<file path="src/rtl/capu_pkg.sv">
package capu_pkg;
  localparam int MODE_W = 4;
  localparam int PS_W   = 4;

  typedef struct packed {
    logic            en;
    logic            falling;
    logic [PS_W-1:0] lim;
  } mode_dec_t;

  // Mode codes: 0100 falling, 0101 rising, 0110 rising/4, 0111 rising/16.
  function automatic mode_dec_t decode_mode(input logic [MODE_W-1:0] m);
    mode_dec_t d;
    d = '0;
    case (m)
      4'b0100: begin d.en = 1'b1; d.falling = 1'b1; d.lim = 4'd0;  end
      4'b0101: begin d.en = 1'b1; d.lim = 4'd0;  end
      4'b0110: begin d.en = 1'b1; d.lim = 4'd3;  end
      4'b0111: begin d.en = 1'b1; d.lim = 4'd15; end
      default: d = '0;
    endcase
    return d;
  endfunction
endpackage

</file>
<file path="src/rtl/capu_sync.sv">
module capu_sync #(
  parameter int STAGES = 2
) (
  input  logic clk,
  input  logic rst,
  input  logic d_i,
  output logic q_o
);
  logic [STAGES-1:0] stg;

  genvar g;
  generate
    for (g = 0; g < STAGES; g++) begin : g_stage
      always_ff @(posedge clk) begin
        if (rst) stg[g] <= 1'b0;
        else if (g == 0) stg[g] <= d_i;
        else stg[g] <= stg[(g == 0) ? 0 : g-1];
      end
    end
  endgenerate

  assign q_o = stg[STAGES-1];
endmodule

</file>
<file path="src/rtl/capu_edge.sv">
module capu_edge (
  input  logic clk,
  input  logic rst,
  input  logic s_i,
  input  logic falling_i,
  output logic edge_o
);
  logic prev;

  always_ff @(posedge clk) begin
    if (rst) prev <= 1'b0;
    else     prev <= s_i;
  end

  always_comb begin
    if (falling_i) edge_o = prev & ~s_i;
    else           edge_o = s_i & ~prev;
  end
endmodule

</file>
<file path="src/rtl/capu_prescale.sv">
module capu_prescale
  import capu_pkg::*;
#(
  parameter int W = PS_W
) (
  input  logic         clk,
  input  logic         rst,
  input  logic         en_i,
  input  logic [W-1:0] lim_i,
  input  logic         edge_i,
  output logic         fire_q_o
);
  logic [W-1:0] cnt;
  logic         fire;

  // A count at or above the limit fires on the next edge (partial count after a switch).
  assign fire = en_i && edge_i && (cnt >= lim_i);

  always_ff @(posedge clk) begin
    if (rst || !en_i) begin
      cnt      <= '0;
      fire_q_o <= 1'b0;
    end else begin
      fire_q_o <= fire;
      if (edge_i) begin
        if (fire) cnt <= '0;
        else      cnt <= cnt + 1'b1;
      end
    end
  end

  AST_CNT_IDLE_HOLD: assert property (@(posedge clk) disable iff (rst)
    (en_i && !edge_i && $past(en_i)) |=> $stable(cnt) || !en_i);

  AST_OFF_NO_EVENT: assert property (@(posedge clk) disable iff (rst)
    !en_i |=> !fire_q_o);
endmodule

</file>
<file path="src/rtl/capu_latch.sv">
module capu_latch #(
  parameter int TMR_W = 16
) (
  input  logic             clk,
  input  logic             rst,
  input  logic             load_i,
  input  logic [TMR_W-1:0] tmr_i,
  input  logic             clr_i,
  output logic [TMR_W-1:0] cap_o,
  output logic             flag_o
);
  always_ff @(posedge clk) begin
    if (rst) begin
      cap_o  <= '0;
      flag_o <= 1'b0;
    end else begin
      if (load_i) cap_o <= tmr_i;
      if (load_i)     flag_o <= 1'b1;
      else if (clr_i) flag_o <= 1'b0;
    end
  end

  AST_CAP_TAKES_TIMER: assert property (@(posedge clk) disable iff (rst)
    load_i |=> cap_o == $past(tmr_i));

  AST_CAP_HOLDS: assert property (@(posedge clk) disable iff (rst)
    !load_i |=> $stable(cap_o));

  AST_FLAG_STICKY: assert property (@(posedge clk) disable iff (rst)
    (flag_o && !clr_i) |=> flag_o);

  AST_SET_WINS: assert property (@(posedge clk) disable iff (rst)
    (load_i && clr_i) |=> flag_o);

  AST_CLEAR_WORKS: assert property (@(posedge clk) disable iff (rst)
    (!load_i && clr_i) |=> !flag_o);
endmodule

</file>
<file path="src/rtl/cap_unit.sv">
module cap_unit
  import capu_pkg::*;
#(
  parameter int TMR_W       = 16,
  parameter int SYNC_STAGES = 2
) (
  input  logic              clk,
  input  logic              rst,
  input  logic              cap_pin_i,
  input  logic [TMR_W-1:0]  tmr_i,
  input  logic [MODE_W-1:0] mode_i,
  input  logic              flag_clr_i,
  output logic [TMR_W-1:0]  cap_o,
  output logic              flag_o
);
  mode_dec_t dec;
  logic      pin_s;
  logic      edge_sel;
  logic      fire_q;

  assign dec = decode_mode(mode_i);

  capu_sync #(.STAGES(SYNC_STAGES)) u_sync (
    .clk(clk), .rst(rst), .d_i(cap_pin_i), .q_o(pin_s)
  );

  capu_edge u_edge (
    .clk(clk), .rst(rst), .s_i(pin_s), .falling_i(dec.falling), .edge_o(edge_sel)
  );

  capu_prescale #(.W(PS_W)) u_ps (
    .clk(clk), .rst(rst), .en_i(dec.en), .lim_i(dec.lim),
    .edge_i(edge_sel), .fire_q_o(fire_q)
  );

  capu_latch #(.TMR_W(TMR_W)) u_latch (
    .clk(clk), .rst(rst), .load_i(fire_q), .tmr_i(tmr_i),
    .clr_i(flag_clr_i), .cap_o(cap_o), .flag_o(flag_o)
  );

  AST_EVENT_NEEDS_EDGE: assert property (@(posedge clk) disable iff (rst)
    fire_q |-> $past(edge_sel) && $past(dec.en));

  AST_RESET_CLEAN: assert property (@(posedge clk)
    $past(rst) |-> (cap_o == '0) && !flag_o);
endmodule

</file>
<file path="config.mk">
export PLATFORM = sky130hd
export DESIGN_NAME = cap_unit
export DESIGN_NICKNAME = d
export VERILOG_FILES = /design/src/rtl/capu_pkg.sv /design/src/rtl/capu_sync.sv /design/src/rtl/capu_edge.sv /design/src/rtl/capu_prescale.sv /design/src/rtl/capu_latch.sv /design/src/rtl/cap_unit.sv
export SDC_FILE = /design/constraint.sdc
export NUM_CORES = 1
export LEC_CHECK = 0
export BUFFER_PORTS_ARGS = -buffer_cell sky130_fd_sc_hd__buf_4
export CAP_MARGIN = 20
export CORE_AREA = 2 2 40 69
export DETAILED_ROUTE_END_ITERATION = 12
export DIE_AREA = 0 0 42 71
export PLACE_DENSITY = 0.86
export SLEW_MARGIN = 20
export SYNTH_ARGS = -nofsm -noshare
export SYNTH_HDL_FRONTEND = slang
export SYNTH_SLANG_ARGS = --single-unit
</file>
<file path="constraint.sdc">
create_clock -name clk -period 2.3 [get_ports clk]
set_input_delay 0.345 -clock clk [delete_from_list [all_inputs] [get_ports clk]]
set_output_delay 0.345 -clock clk [all_outputs]
set_load 0.005 [all_outputs]
</file>
### After elaboration in Yosys (flattened, before gate mapping)

Index checks and enable logic that the tools add are counted.

| word-level totals | value |
|---|---|
| flip-flop bits (word level) | 25 |

| cells by class | value |
|---|---|
| muxes and demuxes | 7 |
| eq/ne operators | 4 |
| $add $sub $neg | 1 |
| magnitude comparators | 1 |
| reduce and logical (&&, ||, !) cells | 6 |
| bitwise logic cells | 4 |

Operators by type and width:

| kind | number |
|---|---|
| $eq A4 B3 Y1 const B | 4 |
| $pmux W4 S2 | 1 |
| $mux W1 | 5 |
| $add A4 B1 Y4 const B | 1 |
| $ge A4 B4 Y1 | 1 |
| $mux W4 | 1 |
| $reduce_or A4 Y1 | 1 |
| $and A1 B1 Y1 | 2 |
| $logic_and A1 B1 Y1 | 2 |
| $not A1 Y1 | 2 |
| $reduce_bool A2 Y1 | 1 |
| $logic_not A1 Y1 | 1 |
| $logic_or A1 B1 Y1 | 1 |

### Logic depth before layout (Yosys ltp)

| logic depth | value |
|---|---|
| depth after elaboration | 6 |
| gate-level depth with buffers | 7 |
| gate-level depth less buffers | 7 |

### Cells and area by module

From an unflattened synthesis, not the netlist that was laid out.

| unflattened totals | value |
|---|---|
| cells, all modules | 106 |
| area total of the unflattened synthesis | 1097.3 um^2 |

Modules (own cells, without submodules):

| module | sequential area each (um^2) | cells an instance | area an instance (um^2) | times used |
|---|---|---|---|---|
| capu_latch | 340.3 | 56 | 616.8 | 1 |
| capu_prescale | 100.1 | 37 | 339.1 | 1 |
| capu_sync | 40.0 | 4 | 52.6 | 1 |
| capu_edge | 20.0 | 5 | 48.8 | 1 |
| cap_unit | 0.0 | 4 | 40.0 | 1 |

### Least setup slack after synthesis

Ideal clock, no wire load.

| path | value |
|---|---|
| path kind | input-to-reg |
| from | in mode_i[3] |
| to | reg u_ps.cnt[0] |
| setup slack | 0.514 ns |
| setup time | 0.084 ns |
| data arrival time | 1.702 ns |
| cell stages on the path | 7 |
| required time | 2.216 ns |
| cell sequence | and3b_1 -> nand2_1 -> ha_1 -> or3_1 -> o21ai_1 -> o21ai_1 -> o31ai_2 |

| between the ends | value |
|---|---|
| word-level cells in the longest chain between the ends | 6 |
| elaborated cells between the ends (all ways) | 15 |
| classes of those cells | order compare (1); eq/ne (4); mux (5); reduce/logical (5) |

RTL lines:

| item | line | text |
|---|---|---|
| from (decl) | cap_unit.sv:11 | `input logic [MODE_W-1:0] mode_i,` |
| branches (longest 6 deep; another with $ge A4 B4 Y1) | - |  |
| to (signal assigned) | capu_prescale.sv:27 | `else cnt <= cnt + 1'b1;` |
| to (decl) | capu_prescale.sv:13 | `logic [W-1:0] cnt;` |

Several ways; the timed one is not identified.
A chain may end at the register's enable or synchronous reset.

### Worst setup path in the final report

| path | value |
|---|---|
| from | reg u_ps.cnt[0] |
| to | reg u_ps.cnt[3] |

| between the ends | value |
|---|---|
| word-level cells in the longest chain between the ends | 3 |
| elaborated cells between the ends (all ways) | 4 |
| classes of those cells | add/sub (1); order compare (1); mux (1); reduce/logical (1) |

RTL lines:

| item | line | text |
|---|---|---|
| $ge A4 B4 Y1 | capu_prescale.sv:17 | `assign fire = en_i && edge_i && (cnt >= lim_i);` |
| $logic_and A1 B1 Y1 | capu_prescale.sv:17 |  |
| $mux W4 * | capu_prescale.sv:26 | `if (fire) cnt <= '0;` |

Mark *: on every way between the ends. The rest lies on a longest branch, timed or not.

==> metrics.md <==
| Metric | Value |
|---|---|
| Resize count post-CTS | `0` |
| Vertical die dimension | `71 µm` |
| Number of buffers inserted by port buffering | `40` |
| Starting utilization of the core area | `0.447` |
| Slew HR | `0.716` |
| Leading cell types in the layout, fill and taps excluded | `buf_4, dfxtp_1, nor2_1` |
| Worst IR Drop VDD | `0.000313 V` |
| Worst hold slack | `0.280 ns` |
| Crit path time final | `1.92 ns` |
| Static Leak | `0.595 nW` |
| Worst setup path category | `reg2reg` |
| Flop and latch count out of synthesis | `25` |
| Dominant cell type by area after synthesis | `dfxtp_1` |
| Count of endpoints failing hold in the final timing report | `0` |
| Setup total negative slack | `0 ns` |
| Core Footprint | `2430 µm²` |
| Chip width | `42 µm` |
| Path class of the lowest-slack min-delay path | `in2reg` |
| Global-route wire length before repair | `4.37 mm` |
| Post-route DRC violation count | `0` |
| Register clock-pin slew on the reported worst setup and hold paths | `0.09 ns` |
| Syn_nets | `135` |
| Hold-fix buffers at CTS | `0` |
| Number of synthesized flops with an enable pin | `0` |
| Number of routed nets with antenna violations | `0` |
| Initial drt markers | `34` |
| Setup slack at placement | `0.171 ns` |
| Result of the run | `completed` |
| Top area cells in the synthesized netlist | `dfxtp_1, mux2i_1, nor2_1` |
| Final Skew | `0.00745 ns` |
| Average wire per cell in the routed design | `15.0 µm` |
| Async set-reset flop share out of synthesis | `0` |
| Fmax | `520 MHz` |
| Crit. End Element | `flop` |
| Clock tree root buffer cell | `clkbuf_8` |
| Signed area change from the synthesized netlist to the final layout | `34.2%` |
| Placed wire-length estimate after detailed placement | `1.98 mm` |
| Share of final-layout standard cells stronger than drive strength 1 | `0.347` |
| Tcrit/Tclk final | `0.836` |
| Portion of synthesized cell area occupied by the leading cell type | `0.461` |
| Total met3 wirelength after detailed routing | `156 µm` |
| Floorplan die area | `2980 µm²` |
| 1st-pass router iterations | `4` |
| Final-report max-slew violation count | `0` |
| Dominant register cell in the synthesized netlist | `dfxtp_1` |
| Largest net degree at the start of global routing | `23` |
| Post-Synthesis Cell Area | `1090 µm²` |
| TritonCTS clock tree | `yes` |
| Via count of the first global-routing pass | `998` |
| Std cell rows | `24` |
| Number of antenna violations at the first check in global routing | `0` |
| Top layer used by detailed routing | `met4` |
| Detailed-route wire length | `2.60 mm` |
| Buffers from clock root to sink, at most | `2` |
| Clock Sink Count | `25` |
| Worst Setup Start Kind | `flop` |
| Setup repair bufs after CTS | `0` |
| Share of the core filled with cells in the final layout | `0.599` |
| Power density over cell area | `531 nW/µm²` |
| Number of different library cells in the post-synthesis netlist | `27` |
| Total congestion overflow after global routing | `0` |
| Amount of wire on met2 after detailed routing | `1.51 mm` |
| Most common cell after layout, fill and taps aside | `buf_4` |
| Mean area per synthesized cell | `10.2 µm²` |
| Synthesis Warnings | `0` |
| Number of buffers created by CTS | `3` |
| Total routing usage reported by global routing | `0.189` |
| Share of synthesized area occupied by flip-flops and latches | `0.461` |
| Average via count per standard cell | `5.43` |
| Final setup fails | `0` |
| Maximum net fanout on the critical path | `6` |
| Detailed-route wire length on metal 1 | `895 µm` |
| I/O pin count | `41` |
| Multi-input gate area | `553 µm²` |
| Number of nets at the end of the flow | `177` |
| Max Cap Viol | `0` |
| Number of fill cells in the layout | `206` |
| Final worst-path setup slack | `0.377 ns` |
| Register Area | `500 µm²` |
| Total power consumption of the routed design | `0.774 mW` |
| RSZ-0062 raised after global routing | `no` |
| Routed vias | `940` |
| Measured slew at the worst slew-check pin | `0.426 ns` |
| Data arrival time of the critical path | `2.11 ns` |
| Required time worst endpoint | `2.49 ns` |
| Global placement routability congestion | `0.885` |
| Worst-Skew Late Latency | `0.27 ns` |
| Cells after Synth | `106` |
| Deepest level of the CTS H-tree | `1` |
| Number of antenna diodes | `0` |
per-layer routing:
layer | up-vias | track usage
li1 | 447 | -
met1 | 448 | 0.190
met2 | 39 | 0.366
met3 | 6 | 0.0383
met4 | 0 | 0.0717
met5 | - | 0
power breakdown:
group          switching [mW]  internal (mW)  total (mW)
clock network           0.143          0.123       0.266
registers             0.00203          0.437       0.439
logic                  0.0282         0.0404      0.0686
final timing paths:
| path | startpoint | end | slack, ns | depth (start not counted) |
|---|---|---|---|---|
| worst min register to register | u_sync.stg[0] | u_sync.q_o | 0.45 | 1 |
| worst max register to register | u_ps.cnt[0] | u_ps.cnt[3] | 0.38 | 6 |
| worst max-delay path | u_ps.cnt[0] | u_ps.cnt[3] | 0.38 | 6 |
| worst min-delay path | cap_pin_i | u_sync.stg[0] | 0.28 | 2 |
through the flow:
| stage | instances | instance area (µm²) |
|---|---|---|
| finish | 173 | 1460 |
| global route | 173 | 1460 |
| CTS | 173 | 1460 |
| detailed placement | 169 | 1410 |
| global placement | 169 | 1410 |
| floorplan | 106 | 1090 |
cell families (layout without fill, tap and decap cells):
| kind of cell | Yosys count | in the layout | synth area share |
|---|---|---|---|
| and+or+nand+nor | 38 | 38 | 0.191 |
| buffers and inverters | 8 | 49 | 0.0300 |
| adders and majority gates | 5 | 5 | 0.0576 |
| AOI/OAI and AO/OA | 12 | 12 | 0.0933 |
| DFF | 25 | 25 | 0.461 |
| muxes | 18 | 18 | 0.167 |
cell usage after synthesis (2+ instances only):
master,instances
clkbuf_1,2
inv_1,4
nor2_1,19
mux2i_1,17
nand2b_1,2
ha_1,5
nand3_1,3
o21ai_1,3
a31oi_1,2
nand2_1,4
buf_2,2
o211ai_1,2
dfxtp_1,25
nor2b_1,3
sequential cells by signal, indices dropped and copies added (netlist names):
register        count
u_edge.prev         1
u_ps.fire_q_o       1
u_ps.cnt            4
u_sync.stg          1
u_sync.q_o          1
u_latch.flag_o      1
u_latch.cap_o      16
layout make-up:
class	instances	area share
clock buffer	3	0.0283
clock inverter	1	0.00515
inverter	4	0.0103
multi-input combinational	73	0.379
sequential	25	0.343
tap	26	0.0223
timing repair buffer	41	0.211
critical path: stages, from the launching register on:
cell and delay (ns):
dfxtp_1 0.44, inv_1 0.08, ha_1 0.30, nand2b_4 0.15
a2111oi_4 0.48, o211ai_1 0.19, a31oi_1 0.21
Power figures use the tool's default switching activity.
